==> config.mk <==
export PLATFORM = sky130hd
export DESIGN_NAME = ovf_status_unit
export DESIGN_NICKNAME = d
export VERILOG_FILES = /design/src/rtl/ovf_pkg.sv /design/src/rtl/ovf_ctrl.sv /design/src/rtl/ovf_datapath.sv /design/src/rtl/ovf_status_unit.sv
export SDC_FILE = /design/constraint.sdc
export NUM_CORES = 2
export LEC_CHECK = 0
export ABC_CLOCK_PERIOD_IN_PS = 3000
export CAP_MARGIN = 40
export CORE_UTILIZATION = 65
export DETAILED_ROUTE_END_ITERATION = 10
export DONT_BUFFER_PORTS = 1
export PLACE_DENSITY = 0.85
export SLEW_MARGIN = 20
export SYNTH_ARGS = -nofsm -noshare
export SYNTH_HDL_FRONTEND = slang
export SYNTH_SLANG_ARGS = --single-unit
export TNS_END_PERCENT = 50
==> constraint.sdc <==
create_clock -name clk -period 3 [get_ports clk]
set_input_delay 0.75 -clock clk [delete_from_list [all_inputs] [get_ports clk]]
set_output_delay 0.75 -clock clk [all_outputs]
set_load 0.005 [all_outputs]
==> src/rtl/ovf_pkg.sv <==
package ovf_pkg;

  localparam int unsigned WORD_W = 32;
  localparam int unsigned COUNT_W = 7;

  // operation class codes presented on opCode
  localparam logic [WORD_W-1:0] CODE_ADD   = 32'd0;
  localparam logic [WORD_W-1:0] CODE_ADDX  = 32'd1;
  localparam logic [WORD_W-1:0] CODE_SDIV  = 32'd2;
  localparam logic [WORD_W-1:0] CODE_UDIV  = 32'd3;
  localparam logic [WORD_W-1:0] CODE_MULLO = 32'd4;
  localparam logic [WORD_W-1:0] CODE_NEG   = 32'd5;
  localparam logic [WORD_W-1:0] CODE_SUBF  = 32'd6;
  localparam logic [WORD_W-1:0] CODE_SUBFC = 32'd7;
  localparam logic [WORD_W-1:0] CODE_SUBFX = 32'd8;

  typedef enum logic [3:0] {
    CLS_ADD, CLS_ADDX, CLS_SDIV, CLS_UDIV, CLS_MULLO,
    CLS_NEG, CLS_SUBF, CLS_SUBFC, CLS_SUBFX, CLS_NONE
  } op_class_e;

  // strobes from control to datapath
  typedef struct packed {
    op_class_e opClass;
    logic      ovLoad;   // accepted flag-updating operation
    logic      badOp;    // update requested with unknown code
    logic      ovWrite;
    logic      soWrite;
    logic      caWrite;
    logic      bcWrite;
  } flag_strobe_t;

endpackage

==> src/rtl/ovf_ctrl.sv <==
module ovf_ctrl
  import ovf_pkg::*;
#(
  parameter int unsigned W = 32
) (
  input  logic [W-1:0]  opCode,
  input  logic          updEn,
  input  logic          ovWrEn,
  input  logic          soWrEn,
  input  logic          caWrEn,
  input  logic          bcWrEn,
  output flag_strobe_t  strobes,
  output logic          opErr
);

  op_class_e decodedClass;
  logic      codeKnown;

  always_comb begin
    codeKnown = 1'b1;
    unique case (opCode)
      CODE_ADD:   decodedClass = CLS_ADD;
      CODE_ADDX:  decodedClass = CLS_ADDX;
      CODE_SDIV:  decodedClass = CLS_SDIV;
      CODE_UDIV:  decodedClass = CLS_UDIV;
      CODE_MULLO: decodedClass = CLS_MULLO;
      CODE_NEG:   decodedClass = CLS_NEG;
      CODE_SUBF:  decodedClass = CLS_SUBF;
      CODE_SUBFC: decodedClass = CLS_SUBFC;
      CODE_SUBFX: decodedClass = CLS_SUBFX;
      default: begin
        decodedClass = CLS_NONE;
        codeKnown    = 1'b0;
      end
    endcase
  end

  always_comb begin
    strobes.opClass = decodedClass;
    strobes.ovLoad  = updEn & codeKnown;
    strobes.badOp   = updEn & ~codeKnown;
    strobes.ovWrite = ovWrEn;
    strobes.soWrite = soWrEn;
    strobes.caWrite = caWrEn;
    strobes.bcWrite = bcWrEn;
  end

  assign opErr = strobes.badOp;

  // an accepted load never carries the unknown class
  always_comb begin
    p_load_class_r8: assert (!(strobes.ovLoad && strobes.opClass == CLS_NONE));
  end

endmodule

==> src/rtl/ovf_datapath.sv <==
module ovf_datapath
  import ovf_pkg::*;
#(
  parameter int unsigned W   = 32,
  parameter int unsigned BCW = 7
) (
  input  logic           clk,
  input  logic           rstN,
  input  flag_strobe_t   strobes,
  input  logic [W-1:0]   opA,
  input  logic [W-1:0]   opB,
  input  logic [W-1:0]   opRes,
  input  logic [W-1:0]   ovWrData,
  input  logic [W-1:0]   soWrData,
  input  logic [W-1:0]   caWrData,
  input  logic [W-1:0]   bcWrData,
  output logic           ovQ,
  output logic           soQ,
  output logic           caQ,
  output logic [BCW-1:0] bcQ
);

  localparam int unsigned PW = 2 * W;
  localparam logic [W-1:0] MOST_NEG = {1'b1, {(W-1){1'b0}}};
  localparam logic [W-1:0] ALL_ONES = {W{1'b1}};

  logic [W-1:0]  invA;
  logic          addOv;
  logic          subOv;
  logic          sdivOv;
  logic          udivOv;
  logic          mulOv;
  logic          negOv;
  logic [PW-1:0] product;
  logic          ovCalc;

  assign invA = ~opA;

  // sign-agreement rules for add-like and subtract-from classes
  assign addOv = ((~(opA ^ opB)) & (opA ^ opRes)) >> (W - 1) != '0;
  assign subOv = ((~(invA ^ opB)) & (invA ^ opRes)) >> (W - 1) != '0;

  assign udivOv = (opB == '0);
  assign sdivOv = udivOv | ((opA == MOST_NEG) & (opB == ALL_ONES));
  assign negOv  = (opA == MOST_NEG);

  assign product = $signed({{W{opA[W-1]}}, opA}) * $signed({{W{opB[W-1]}}, opB});
  assign mulOv   = product[PW-1:W] != {W{product[W-1]}};

  always_comb begin
    unique case (strobes.opClass)
      CLS_ADD, CLS_ADDX:              ovCalc = addOv;
      CLS_SUBF, CLS_SUBFC, CLS_SUBFX: ovCalc = subOv;
      CLS_SDIV:                       ovCalc = sdivOv;
      CLS_UDIV:                       ovCalc = udivOv;
      CLS_MULLO:                      ovCalc = mulOv;
      CLS_NEG:                        ovCalc = negOv;
      default:                        ovCalc = 1'b0;
    endcase
  end

  always_ff @(posedge clk or negedge rstN) begin
    if (!rstN) begin
      ovQ <= 1'b0;
      soQ <= 1'b0;
      caQ <= 1'b0;
      bcQ <= '0;
    end else begin
      if (strobes.ovWrite)     ovQ <= ovWrData[0];
      else if (strobes.ovLoad) ovQ <= ovCalc;

      if (strobes.soWrite)                ovQ_so_write();
      else if (strobes.ovLoad && ovCalc)  soQ <= 1'b1;

      if (strobes.caWrite) caQ <= caWrData[0];
      if (strobes.bcWrite) bcQ <= bcWrData[BCW-1:0];
    end
  end

  // helper kept as a plain nonblocking write for readability
  task automatic ovQ_so_write();
    soQ <= soWrData[0];
  endtask

  // summary bit stays set unless written directly
  p_so_sticky_r7: assert property (@(posedge clk) disable iff (!rstN)
    (soQ && !strobes.soWrite) |=> soQ);

  // an accepted overflow sets the summary bit
  p_so_set_r7: assert property (@(posedge clk) disable iff (!rstN)
    (strobes.ovLoad && ovCalc && !strobes.soWrite) |=> soQ);

  // erroneous update leaves overflow and summary alone
  p_err_hold_r8: assert property (@(posedge clk) disable iff (!rstN)
    (strobes.badOp && !strobes.ovWrite && !strobes.soWrite) |=> ($stable(ovQ) && $stable(soQ)));

  // idle edge keeps the overflow bit
  p_idle_hold_r9: assert property (@(posedge clk) disable iff (!rstN)
    (!strobes.ovLoad && !strobes.ovWrite) |=> $stable(ovQ));

  // direct carry write lands with bit 0 only
  p_ca_write_r10: assert property (@(posedge clk) disable iff (!rstN)
    strobes.caWrite |=> (caQ == $past(caWrData[0])));

  // direct overflow write beats a same-edge update
  p_ov_write_r10: assert property (@(posedge clk) disable iff (!rstN)
    strobes.ovWrite |=> (ovQ == $past(ovWrData[0])));

  // byte-count write keeps the low field
  p_bc_write_r11: assert property (@(posedge clk) disable iff (!rstN)
    strobes.bcWrite |=> (bcQ == $past(bcWrData[BCW-1:0])));

  // a zero divisor always raises overflow for either divide
  p_div_zero_r4: assert property (@(posedge clk) disable iff (!rstN)
    (strobes.ovLoad && !strobes.ovWrite && opB == '0 &&
     (strobes.opClass == CLS_UDIV || strobes.opClass == CLS_SDIV)) |=> ovQ);

endmodule

==> src/rtl/ovf_status_unit.sv <==
module ovf_status_unit
  import ovf_pkg::*;
#(
  parameter int unsigned W   = WORD_W,
  parameter int unsigned BCW = COUNT_W
) (
  input  logic         clk,
  input  logic         rstN,
  input  logic [W-1:0] opCode,
  input  logic [W-1:0] opA,
  input  logic [W-1:0] opB,
  input  logic [W-1:0] opRes,
  input  logic         updEn,
  input  logic         ovWrEn,
  input  logic [W-1:0] ovWrData,
  input  logic         soWrEn,
  input  logic [W-1:0] soWrData,
  input  logic         caWrEn,
  input  logic [W-1:0] caWrData,
  input  logic         bcWrEn,
  input  logic [W-1:0] bcWrData,
  output logic [W-1:0] ovOut,
  output logic [W-1:0] soOut,
  output logic [W-1:0] caOut,
  output logic [W-1:0] bcOut,
  output logic         opErr
);

  flag_strobe_t   strobes;
  logic           ovQ;
  logic           soQ;
  logic           caQ;
  logic [BCW-1:0] bcQ;

  ovf_ctrl #(.W(W)) u_ctrl (
    .opCode  (opCode),
    .updEn   (updEn),
    .ovWrEn  (ovWrEn),
    .soWrEn  (soWrEn),
    .caWrEn  (caWrEn),
    .bcWrEn  (bcWrEn),
    .strobes (strobes),
    .opErr   (opErr)
  );

  ovf_datapath #(.W(W), .BCW(BCW)) u_dp (
    .clk      (clk),
    .rstN     (rstN),
    .strobes  (strobes),
    .opA      (opA),
    .opB      (opB),
    .opRes    (opRes),
    .ovWrData (ovWrData),
    .soWrData (soWrData),
    .caWrData (caWrData),
    .bcWrData (bcWrData),
    .ovQ      (ovQ),
    .soQ      (soQ),
    .caQ      (caQ),
    .bcQ      (bcQ)
  );

  assign ovOut = {{(W-1){1'b0}}, ovQ};
  assign soOut = {{(W-1){1'b0}}, soQ};
  assign caOut = {{(W-1){1'b0}}, caQ};
  assign bcOut = {{(W-BCW){1'b0}}, bcQ};

endmodule

==> results.md <==
Synthesis:
- The flop and latch count out of synthesis is 10.
- For this run, the leading register cell type out of synthesis is dfrtp_1.
- The synthesized netlist occupies a cell area of approximately 37000 um^2.
- The async set-or-reset flop fraction in the synthesized netlist is 100%.
- By area the synthesized netlist is led by fa_1 (59%), and2_1 (7.6%), inv_1 (7.6%).
- The proportion of netlist area held by the largest area contributor is ~59%.
- The synthesized netlist contains 73 unique library cells.
- Sequential cells were found to cover less than 1% of the synthesized design area.
- Yosys mapped a number of flops with a built-in enable equal to 0.
- The synthesized design spends more area on one cell type than any other, namely fa_1.
- The leading cell type by number of instances after synthesis is fa_1.
- The average cell area after synthesis is 9.46 um^2.
- The number of warnings issued by yosys is 0.
- By count the netlist is led by fa_1 (1081), inv_1 (748), nand2_1 (608).
- The count of mapped cells out of synthesis is between 3k and 4k.

Timing:
- The final period demand of the worst path is 8.46 ns.
- In the post-route analysis, the smallest setup slack over all paths is -5.46 ns.
- The final setup violation count is 2.
- Headroom to the max-slew limit came out at roughly 65%.
- The final hold violation count is 0.
- In the finished design, the share of the clock period the worst path needs comes to 282%.
- The achievable clock frequency is about 120 MHz.
- The number of max-slew violations in the final report is 0.
- Setup repair after global routing could not meet its margin everywhere.
- The setup clock skew after layout is 0 ns.
- The slew of the pin with the lowest slew margin is 0.529 ns.

CTS:
- In this run the clock root is driven by a clkbuf_16.
- The tree built by TritonCTS fans out to 10 sinks.
- The CTS tree is done.
- The later pin in the worst-skew pair is clocked with a latency of 0.23 ns.
- The longest clock path from root to sink contains 2 buffers.
- The number of CTS-inserted buffers is 3.
- Buffers inserted to repair hold after CTS numbered 0.
- The total number of H-tree levels is 1.
- The clock slew at the register clock pins of the worst setup and hold paths is 0.04 ns.

Worst setup path:
- The data arrival time of the worst path is 8.58 ns.
- The worst setup slack for register-to-register paths is roughly 2.1 ns.
- The data required time at the worst endpoint is between 3 and 4 ns.
- STA classifies the critical path endpoint as a register.
- The worst setup path category is in -> reg.
- The maximum net fanout on the critical path is 36.
- The element type at the critical path start is an input pin.

Placed design:
- The count of input and output buffers is 0.
- Timing analysis after detailed placement gives a worst setup slack of -5.86 ns.
- The weighted congestion at the end of routability-driven global placement is ~1.0.
- The wire-length estimate of the detail-placed layout is roughly 78000 um.

Routing:
- The length of the first detailed-routing pass in iterations is 6.
- The final routed wire length divided by cell count is roughly 21 um.
- The first routing iteration left about 2.2k violations.
- Dividing the detail-routed via count by the number of cells gives just under 6.
- The routed layout has about 28k vias.
- Wires add up to about 100000 um.
- The count of antenna-violating nets left after detailed routing is 0.
- The number of remaining DRC errors is 0.

Global route:
- The total congestion overflow after global routing is 0.
- The first-pass GRT wire length is between 150000 and 200000 um.
- The pin count of the biggest net entering global routing is 37.
- The number of global-route vias before repair was between 30k and 40k.
- The global-route usage over all layers is 37.2%.
- The number of antenna violations at the first check in global routing was 4.

Floorplan:
- The number of cell rows is between 80 and 90.
- For this design the top-level I/O count stands at just under 400.
- The area inside the core boundary is 56300 um^2.
- The starting density of the core is roughly 66%.
- From left edge to right edge, the die measures around 240 um.
- In this run the vertical extent of the chip is approximately 240 um.
- The floorplan step defined a die boundary enclosing between 50000 and 60000 um^2.

Flow run:
- Across the run, the number of max-cap violations was 0.

Status:
- The run finished, with violations left.
- The final reports fail on setup timing.

Layout:
- The number of nets at the end of the flow is approximately 5.5k.
- The number of filler instances in the final layout is 3869.
- The share of final-layout standard cells stronger than drive strength 1 is a little under an eighth.
- The area growth from synthesis to layout is 8.35%.

Worst hold path:
- The kind of path behind the tightest hold check is in -> async.
-- cells in the final DEF (no fill, tap or decap), types with 29 or more instances in the layout --
master,synthesis,layout
fa_1,1081,1069
inv_1,748,733
nand2_1,608,598
and2_1,449,443
buf_4,121,292
ha_1,181,155
conb_1,1,118
nor2_1,54,46
a21oi_1,65,36
nand2b_1,30,30
nand4_1,29,29
-- metal layers --
metal  vias up  track usage [%]  share of wire (%)
li1      11500                -                  -
met1     14500             44.2                 33
met2      1683             63.0                 50
met3       509             8.00                 10
met4         4             20.9                6.3
met5         -                0              0.027
-- worst max-delay path: stages --
cell	delay (ns)
and2_4	0.15
fa_2	0.49
fa_2	0.62
inv_2	0.05
fa_1	0.53
inv_1	0.07
fa_2	0.62
clkinvlp_4	0.15
buf_12	0.17
fa_1	0.49
fa_1	0.58
fa_1	0.43
fa_1	0.51
inv_2	0.05
ha_4	0.24
a21oi_4	0.16
o21ai_2	0.09
a221o_1	0.31
a21oi_2	0.12
o21a_1	0.20
a21oi_2	0.10
or2_2	0.28
xor2_1	0.22
a2111oi_2	0.45
a21oi_2	0.15
o41a_1	0.33
o31a_1	0.24
-- path summary, 6_finish.rpt --
check                                          end  cells after the start               startpoint
setup / recovery              u_dp.soQ$_DFFE_PN0P_                     27                  opA[31]
hold / removal             u_dp.bcQ[6]$_DFFE_PN0P_                      0                     rstN
setup reg to reg              u_dp.ovQ$_DFFE_PN0P_                      4     u_dp.ovQ$_DFFE_PN0P_
hold reg to reg            u_dp.bcQ[3]$_DFFE_PN0P_                      1  u_dp.bcQ[3]$_DFFE_PN0P_
max in group asynchronous  u_dp.bcQ[1]$_DFFE_PN0P_                      0                     rstN
min in group clk           u_dp.bcQ[3]$_DFFE_PN0P_                      1  u_dp.bcQ[3]$_DFFE_PN0P_
-- metrics by stage --
stage	utilization (%)	TNS [ns]	cell area (um^2)	hold slack [ns]	cells
finish	71.2	-10.86	40100	0.212	4759
global route	71.2	-11.39	40100	0.201	4757
CTS	70.7	-10.72	39800	0.207	4752
detailed placement	69.1	-11.55	38900	0.455	4728
global placement	69.1	-11.37	38900	0.455	4728
floorplan	-	-11.74	37600	0.454	4027
-- area by class of cell --
type	count	area [um^2]	area share [%]
inverters	749	2820	7.04
repair buffers	305	2420	6.04
multi-input cells	2933	33500	83.7
flip-flops and latches	10	250	0.625
clock buffers	4	88.8	0.222
diodes	2	5.00	0.0125
well taps	756	946	2.36
-- timing repair --
| item | in CTS | in global routing |
|---|---|---|
| setup endpoints to repair | 2 | 2 |
| pin swaps | 79 | 69 |
| setup buffers | 19 | 4 |
| cloned | 1 | 1 |
| resized for setup | 119 | 55 |
-- logic make-up after synthesis --
kind of cell	Yosys count	share of synthesized area, %
fa+ha+maj	1262	64.6
buf+inv	1084	12.2
mux	10	0.301
xor+xnor	47	1.11
compound gates	219	3.87
other cells	1	0.0101
flops	10	0.677
simple gates	1277	17.2
-- flip-flops by register name (all words and copies together), names as in the netlist --
name      count
u_dp.bcQ      7
u_dp.caQ      1
u_dp.ovQ      1
u_dp.soQ      1
Power is left out: the tool's default activity adds up to more than one toggle a clock period on the data nets, which glitch-free logic cannot reach.
